`config.mk`:
```
export PLATFORM = sky130hd
export DESIGN_NAME = wb_arbiter
export DESIGN_NICKNAME = d
export VERILOG_FILES = /design/src/rtl/wbarb_pkg.sv /design/src/rtl/wbarb_rec_reg.sv /design/src/rtl/wbarb_lsu_slot.sv /design/src/rtl/wbarb_select.sv /design/src/rtl/wb_arbiter.sv
export SDC_FILE = /design/constraint.sdc
export NUM_CORES = 1
export LEC_CHECK = 0
export CORE_MARGIN = 3
export CORE_UTILIZATION = 46
export DETAILED_ROUTE_END_ITERATION = 10
export GPL_TIMING_DRIVEN = 0
export PLACE_DENSITY = 0.77
export SYNTH_ARGS = -nofsm -noshare
export SYNTH_HDL_FRONTEND = slang
export SYNTH_SLANG_ARGS = --single-unit
```
`constraint.sdc`:
```
create_clock -name clk -period 2.03 [get_ports clk]
set_clock_uncertainty 0.05 [all_clocks]
set_input_delay 0.406 -clock clk [delete_from_list [all_inputs] [get_ports clk]]
set_output_delay 0.406 -clock clk [all_outputs]
set_load 0.005 [all_outputs]
```
`src/rtl/wbarb_pkg.sv`:
```
package wbarb_pkg;

    localparam int WB_WARPS = 8;
    localparam int WB_SREGS = 32;
    localparam int WB_VREGS = 32;

    localparam int WARP_W = $clog2(WB_WARPS);
    localparam int SREG_W = $clog2(WB_SREGS);
    localparam int VREG_W = $clog2(WB_VREGS);

    typedef logic [WARP_W-1:0] warp_id_t;
    typedef logic [SREG_W-1:0] sreg_idx_t;
    typedef logic [VREG_W-1:0] vreg_idx_t;

    typedef struct packed {
        logic      valid;
        logic      is_store;
        warp_id_t  warp;
        sreg_idx_t rd;
        vreg_idx_t vd;
        logic      rel_warp;
    } wb_rec_t;

    localparam wb_rec_t WB_REC_EMPTY = '0;

    // An execute result needs the slot if it writes a scalar or frees a warp.
    function automatic logic exe_wants_slot(wb_rec_t r);
        return r.valid && ((r.rd != '0) || r.rel_warp);
    endfunction

    // A load needs the slot only if it names some destination.
    function automatic logic load_has_dest(wb_rec_t r);
        return (r.rd != '0) || (r.vd != '0);
    endfunction

endpackage

```
`src/rtl/wbarb_rec_reg.sv`:
```
module wbarb_rec_reg
    import wbarb_pkg::*;
(
    input  logic    clk,
    input  logic    rst,
    input  wb_rec_t d,
    output wb_rec_t q
);
    wb_rec_t q_r;

    always_ff @(posedge clk) begin
        if (rst) q_r <= WB_REC_EMPTY;
        else     q_r <= d.valid ? d : WB_REC_EMPTY;
    end

    assign q = q_r;


    empty_rec_zero_chk: assert property (@(posedge clk) disable iff (rst)
        !q_r.valid |-> (q_r == WB_REC_EMPTY));
endmodule

```
`src/rtl/wbarb_lsu_slot.sv`:
```
module wbarb_lsu_slot
    import wbarb_pkg::*;
#(
    parameter int MEM_LAT = 5
) (
    input  logic    clk,
    input  logic    rst,
    input  wb_rec_t in_rec,
    input  logic    grant,
    input  logic    lost,
    output logic    ready,
    output logic    load_req,
    output logic    stall,
    output wb_rec_t head
);
    localparam int CNT_W = $clog2(MEM_LAT + 1);
    localparam logic [CNT_W-1:0] CNT_LOAD = CNT_W'(MEM_LAT);

    wb_rec_t          head_q;
    logic [CNT_W-1:0] cnt_q;
    logic             stall_q;
    logic             expired, drop, leave, accept;

    assign expired  = head_q.valid && (cnt_q == '0);
    assign load_req = expired && !head_q.is_store && load_has_dest(head_q);
    assign drop     = expired && !load_req;
    assign leave    = drop || (load_req && grant);
    assign ready    = !head_q.valid;
    assign accept   = in_rec.valid && ready;

    always_ff @(posedge clk) begin
        if (rst) begin
            head_q <= WB_REC_EMPTY;
            cnt_q  <= '0;
        end else if (accept) begin
            head_q <= in_rec;
            cnt_q  <= CNT_LOAD;
        end else if (leave) begin
            head_q <= WB_REC_EMPTY;
            cnt_q  <= '0;
        end else if (cnt_q != '0) begin
            cnt_q  <= cnt_q - 1'b1;
        end
    end

    always_ff @(posedge clk) begin
        if (rst)                  stall_q <= 1'b0;
        else if (leave)           stall_q <= 1'b0;
        else if (load_req && lost) stall_q <= 1'b1;
    end

    assign stall = stall_q;
    assign head  = head_q;


    cnt_range_chk: assert property (@(posedge clk) disable iff (rst)
        cnt_q <= CNT_LOAD);


    stall_holds_chk: assert property (@(posedge clk) disable iff (rst)
        stall_q |-> head_q.valid);


    accept_blocks_chk: assert property (@(posedge clk) disable iff (rst)
        accept |=> !ready);
endmodule

```
`src/rtl/wbarb_select.sv`:
```
module wbarb_select
    import wbarb_pkg::*;
(
    input  wb_rec_t exe_rec,
    input  wb_rec_t lsu_rec,
    input  logic    load_req,
    output logic    exe_go,
    output logic    lsu_grant,
    output logic    lsu_lost,
    output wb_rec_t wb_next
);
    always_comb begin
        exe_go    = exe_wants_slot(exe_rec);
        lsu_grant = load_req && !exe_go;
        lsu_lost  = load_req && exe_go;
        if (exe_go)         wb_next = exe_rec;
        else if (lsu_grant) wb_next = lsu_rec;
        else                wb_next = WB_REC_EMPTY;
    end
endmodule

```
`src/rtl/wb_arbiter.sv`:
```
module wb_arbiter
    import wbarb_pkg::*;
#(
    parameter int MEM_LAT = 5
) (
    input  logic                clk,
    input  logic                rst,
    input  logic                exe_valid,
    input  logic [WARP_W-1:0]   exe_warp,
    input  logic [SREG_W-1:0]   exe_rd,
    input  logic [VREG_W-1:0]   exe_vd,
    input  logic                exe_release,
    input  logic                lsu_valid,
    input  logic                lsu_store,
    input  logic [WARP_W-1:0]   lsu_warp,
    input  logic [SREG_W-1:0]   lsu_rd,
    input  logic [VREG_W-1:0]   lsu_vd,
    input  logic                lsu_release,
    output logic                lsu_ready,
    output logic                lsu_stall,
    output logic                wb_valid,
    output logic [WARP_W-1:0]   wb_warp,
    output logic [SREG_W-1:0]   wb_rd,
    output logic [VREG_W-1:0]   wb_vd,
    output logic                wb_release
);
    wb_rec_t exe_in, lsu_in, exe_q, lsu_head, wb_next, wb_q;
    logic    load_req, exe_go, lsu_grant, lsu_lost;

    always_comb begin
        exe_in          = WB_REC_EMPTY;
        exe_in.valid    = exe_valid;
        exe_in.warp     = exe_warp;
        exe_in.rd       = exe_rd;
        exe_in.vd       = exe_vd;
        exe_in.rel_warp = exe_release;

        lsu_in          = WB_REC_EMPTY;
        lsu_in.valid    = lsu_valid;
        lsu_in.is_store = lsu_store;
        lsu_in.warp     = lsu_warp;
        lsu_in.rd       = lsu_rd;
        lsu_in.vd       = lsu_vd;
        lsu_in.rel_warp = lsu_release;
    end

    wbarb_rec_reg u_exe_slot (
        .clk (clk),
        .rst (rst),
        .d   (exe_in),
        .q   (exe_q)
    );

    wbarb_lsu_slot #(.MEM_LAT(MEM_LAT)) u_lsu_slot (
        .clk      (clk),
        .rst      (rst),
        .in_rec   (lsu_in),
        .grant    (lsu_grant),
        .lost     (lsu_lost),
        .ready    (lsu_ready),
        .load_req (load_req),
        .stall    (lsu_stall),
        .head     (lsu_head)
    );

    wbarb_select u_select (
        .exe_rec   (exe_q),
        .lsu_rec   (lsu_head),
        .load_req  (load_req),
        .exe_go    (exe_go),
        .lsu_grant (lsu_grant),
        .lsu_lost  (lsu_lost),
        .wb_next   (wb_next)
    );

    wbarb_rec_reg u_wb_slot (
        .clk (clk),
        .rst (rst),
        .d   (wb_next),
        .q   (wb_q)
    );

    assign wb_valid   = wb_q.valid;
    assign wb_warp    = wb_q.warp;
    assign wb_rd      = wb_q.rd;
    assign wb_vd      = wb_q.vd;
    assign wb_release = wb_q.rel_warp;


    single_grant_chk: assert property (@(posedge clk) disable iff (rst)
        $onehot0({exe_go, lsu_grant}));


    stall_rise_wb_chk: assert property (@(posedge clk) disable iff (rst)
        $rose(lsu_stall) |-> wb_valid);


    no_store_wb_chk: assert property (@(posedge clk) disable iff (rst)
        wb_q.valid |-> !wb_q.is_store);


    stall_not_ready_chk: assert property (@(posedge clk) disable iff (rst)
        lsu_stall |-> !lsu_ready);
endmodule

```
Word-level counts from Yosys, hierarchy flattened
Index checks and enable logic that the tools add are counted.
{"block": "op_classes", "n_reduce_logical": 28, "mux": 9, "add_sub_neg": 1, "bitwise": 2}
{"op": "$mux W16", "n": 6}
{"op": "$reduce_bool A5 Y1", "n": 3}
{"op": "$logic_and A1 B1 Y1", "n": 10}
{"op": "$mux W3", "n": 3}
{"op": "$reduce_bool A3 Y1", "n": 2}
{"op": "$reduce_or A2 Y1", "n": 3}
{"op": "$logic_not A1 Y1", "n": 4}
{"op": "$logic_not A3 Y1", "n": 1}
{"op": "$logic_or A1 B1 Y1", "n": 3}
{"op": "$reduce_or A3 Y1", "n": 1}
{"op": "$sub A3 B1 Y3 const B", "n": 1}
{"op": "$not A1 Y1", "n": 2}
{"op": "$reduce_bool A2 Y1", "n": 1}
{"block": "totals", "word_cells": 60, "ff_bits": 51}

Longest topological paths before layout
{"block": "logic_depth", "depth_word": 9, "ltp_mapped": 7, "mapped_depth_nobuf": 6}

Hierarchy
A second synthesis with hierarchy kept.
{"block": "hier_totals", "cells_unflattened": 201, "hier_area_um2": 2167.1}
{"module": "wbarb_rec_reg", "cells_each": 34, "area_each_um2": 476.7, "n_inst": 2, "seq_area_each_um2": 320.3}
{"module": "wbarb_lsu_slot", "cells_each": 84, "area_each_um2": 860.8, "n_inst": 1, "seq_area_each_um2": 400.4}
{"module": "wbarb_select", "cells_each": 48, "area_each_um2": 349.1, "n_inst": 1, "seq_area_each_um2": 0.0}
{"module": "wb_arbiter", "cells_each": 1, "area_each_um2": 3.8, "n_inst": 1, "seq_area_each_um2": 0.0}

Worst setup path before layout
No wires, ideal clock.
{"block": "synth_timing", "kind": "reg-to-reg", "startpoint": "register u_lsu_slot.cnt_q[0]", "endpoint": "register u_wb_slot.q_r (netlist bit u_wb_slot.q[11])", "arrival_time_ns": 1.571, "slack_ns": 0.351, "setup_time_ns": 0.059, "stages_incl_launch_ff": 7, "required_time_ns": 1.921, "path_cell_list": "dfxtp_1 > inv_1 > ha_1 > nand3b_4 > a311o_2 > nor3_4 > a22o_2"}
{"block": "synth_between", "elab_chain_len": 9}
{"item": "from (decl)", "line": "wbarb_lsu_slot.sv:20", "source": "logic [CNT_W-1:0] cnt_q;"}
{"item": "from (signal assigned)", "line": "wbarb_lsu_slot.sv:42", "source": "cnt_q <= cnt_q - 1'b1;"}
{"item": "$logic_not A3 Y1 *", "line": "wbarb_lsu_slot.sv:24", "source": "assign expired = head_q.valid && (cnt_q == '0);"}
{"item": "$logic_and A1 B1 Y1 *", "line": "wbarb_lsu_slot.sv:24"}
{"item": "$logic_and A1 B1 Y1 * (2 in a row)", "line": "wbarb_lsu_slot.sv:25", "source": "assign load_req = expired && !head_q.is_store && load_has_dest(head_q);"}
{"item": "$logic_and A1 B1 Y1 *", "line": "wbarb_select.sv:14", "source": "lsu_grant = load_req && !exe_go;"}
{"item": "$mux W16 *", "line": "wbarb_select.sv:17", "source": "else if (lsu_grant) wb_next = lsu_rec;"}
{"item": "$mux W16 *", "line": "wbarb_select.sv:16", "source": "if (exe_go) wb_next = exe_rec;"}
{"item": "$not A1 Y1 (no source line)"}
{"item": "$reduce_or A2 Y1 (no source line)"}
{"item": "to (signal assigned)", "line": "wbarb_rec_reg.sv:13", "source": "else q_r <= d.valid ? d : WB_REC_EMPTY;"}
{"item": "to (decl)", "line": "wbarb_rec_reg.sv:9", "source": "wb_rec_t q_r;"}
Every way passes the cells marked *; elsewhere a longest branch is shown, timed or not.
A chain may end at the register's enable or synchronous reset.

Final worst setup path
{"block": "layout_timing", "startpoint": "register u_lsu_slot.cnt_q[0]", "endpoint": "register u_wb_slot.q_r (netlist bit u_wb_slot.q[2])"}
The elaborated chain is that of the path after synthesis.

==> reports/metrics.yaml <==
status:
  status: "complete, no violations"
logic_synthesis:
  synthMuxAreaShare_pct: 0.563
  synth.avg_cell_area_um2: 10.8
  syn_inst: 164
  synth_xor_area_share_pct: 0.493
  synth.area.top_cells: "dfxtp_1, a22o_1, and2_1, a22o_2, nor2_1"
  yosys.area.top_type: "dfxtp_1"
  synth_top_cell_area_share_pct: 56.3
  synth-adder-area-share_pct: 1.41
  yosysUniqueCellTypes: 36
  synth_seq_area_share_pct: 56.3
  ys_ff_latch: 50
  synth_compound_area_share_pct: 19.6
  synth_top_family_by_area: "compound AO/OA/AOI/OAI gates"
  synth_nets: 199
  synthSimpleGateAreaFrac_pct: 18.3
  synth_area_mm2: 0.00178
  synth_warnings: 0
cts:
  cts.hold.buffers_added: 0
  cts_max_level: 2
  clockBufferDepth: 2
  postCtsSetupRepairBufs: 0
  cts_tree: "done"
  clk_pin_slew_ns: 0.08
  clock_latency_ns: 0.30
  cts-root-buf: "clkbuf_8"
  numCtsBuffers: 5
  post_cts_resized: 0
  cts_sinks: 50
sta:
  clock.fmax_ghz: 0.523
  rsz0062_at_grt: "false"
  whs_ns: 0.275
  finalHoldViolations: 0
  fin_crit_sh_pct: 94.1
  slew_viol_final: 0
  maxSlewHeadroom_pct: 55.0
  fin_crit_ns: 1.91
  worstMarginPinSlew_ns: 0.673
  setup_viol: 0
flow_run:
  cap_violations: 0
setup_path:
  crit_path_max_fanout: 10
  endpoint_kind: "register"
  crit_arrival_ns: 2.10
  start_kind: "register"
  crit_type: "reg -> reg"
  worstPathRequired_ns: 2.22
grt:
  grt_pass1_vias: 1399
  grt.overflow.total: 0
  grt_max_degree: 15
  antenna_found_initial: 0
  grtUsageTotal_pct: 18.7
  grt_pass1_wl_um: 6350
power:
  irDropWorstVdd_mv: 0.441
  p_comb_share_pct: 20.3
  p_per_area_mw_per_mm2: 854
  p_leak_nw: 0.905
  pwr-share-seq_pct: 53.7
  p_int_mw: 1.50
  p_switching_mw: 0.552
  power_frac_clock_pct: 26.1
  sw_frac_of_total_pct: 26.9
placement:
  hpwlAfterDp_um: 3000
  gp_congestion: 0.801
  io_buffers: 48
worst_hold_path:
  hold_path_class: "in -> reg"
cells_and_area:
  layout_common_cells: "dfxtp_1, clkdlybuf4s50_1, and2_1"
  n_antenna_cell: 0
  drive_gt1_share_pct: 10.5
  nets: 254
  finish.utilization_pct: 68.2
  fillers: 268
  final_common_cell: "dfxtp_1"
  area_growth_pct: 35.1
drt:
  ant_nets: 0
  drtIter0Drc: 87
  wire_per_inst_um: 15.0
  dr.pass1.iters: 4
  viasPerCell: 5.52
  vias: 1462
  wl_um: 3970
  drc: 0
floorplan:
  rows: 21
  pin_count: 50
  die_y_um: 68.2
  fp.dieW_um: 68.2
  initial_core_util_pct: 50.5
  coreArea_mm2: 0.00352
  die_area_mm2: 0.00464
[cell type report]
type / count / area [um^2] / share of cell area [%]
timing repair buffer: 48 / 480 / 20.0
clock inverter: 1 / 7.51 / 0.313
multi-input combinational: 102 / 723 / 30.1
inverter: 4 / 15.0 / 0.625
buffer: 8 / 43.8 / 1.82
tap: 46 / 57.6 / 2.40
sequential: 50 / 1000 / 41.7
clock buffer: 6 / 72.6 / 3.02
[Yosys cell counts (all sizes together)]
library cell  count
o311ai            4
a21oi             5
a211oi            1
clkbuf            4
nor3              2
a32oi             5
and2             14
a311oi            1
a31o              1
a311o             1
o21ai             1
dfxtp            50
buf               4
mux2i             1
inv               4
a32o              1
nor4              4
nand2b            3
o32ai             1
and2b             1
nor2             12
a21bo             1
xnor2             1
a22o             18
nor2b             1
and3              1
nand3             6
nand2             8
a21boi            1
nand3b            1
nand4             4
ha                2
[through the flow]
stage	total power, mW	setup TNS (ns)	instance area [um^2]	instances	setup WS [ns]
floorplan	1.38	0	1780	164	0.351
global placement	1.51	-0.0966	2310	258	-0.0148
detailed placement	1.53	-0.380	2310	258	-0.0504
CTS	2.05	0	2390	265	0.00718
global route	2.14	0	2400	265	0.0201
finish	2.05	0	2400	265	0.119
[state kept, by name (all words and copies together) (netlist names)]
signal / cells
u_lsu_slot.head: 16
u_exe_slot.q: 15
u_wb_slot.q: 15
u_lsu_slot.cnt_q: 3
u_lsu_slot.stall: 1
[worst max-delay path, stage by stage (launching register included)]
cell and delay [ns]:
dfxtp_1 0.33, inv_1 0.08, ha_1 0.23, nand3b_4 0.16, a311o_2 0.44, nor3_4 0.36, a22o_2 0.21
[metal layers]
metal | vias to the layer above | global-route usage (%) | wire length [um] | part of all wire, %
li1 | 711 | - | - | -
met1 | 696 | 20.7 | 1530 | 39
met2 | 48 | 33.8 | 2140 | 54
met3 | 7 | 4.93 | 249 | 6.3
met4 | 0 | 7.20 | 53 | 1.3
met5 | - | 0 | 0 | 0
[power by group through the flow]
stage / Combinational, mW / Clock (mW) / Sequential, mW
after detailed placement: 0.410 / 0 / 1.12
after floorplan: 0.267 / 0 / 1.11
after global placement: 0.391 / 0 / 1.12
after global routing: 0.459 / 0.578 / 1.11
after CTS: 0.413 / 0.535 / 1.10
final: 0.416 / 0.534 / 1.10
[kinds of logic (layout without fill, tap and decap cells)]
family                   after synthesis  in the layout
buffers and inverters                 12             67
AO/OA/AOI/OAI                         41             41
flip-flops                            50             50
XOR/XNOR                               1              1
AND/OR/NAND/NOR                       57             57
multiplexers                           1              1
adder cells (fa/ha/maj)                2              2
[worst paths after layout]
path | startpoint | endpoint | slack (ns) | cells after the start
worst max register to register | u_lsu_slot.cnt_q[0] | u_wb_slot.q[2] | 0.12 | 6
worst min register to register | u_exe_slot.q[5] | u_wb_slot.q[5] | 0.40 | 1
worst max-delay path | u_lsu_slot.cnt_q[0] | u_wb_slot.q[2] | 0.12 | 6
worst min-delay path | rst | u_lsu_slot.cnt_q[0] | 0.27 | 2
No activity file was read; power rests on OpenSTA's default activity.
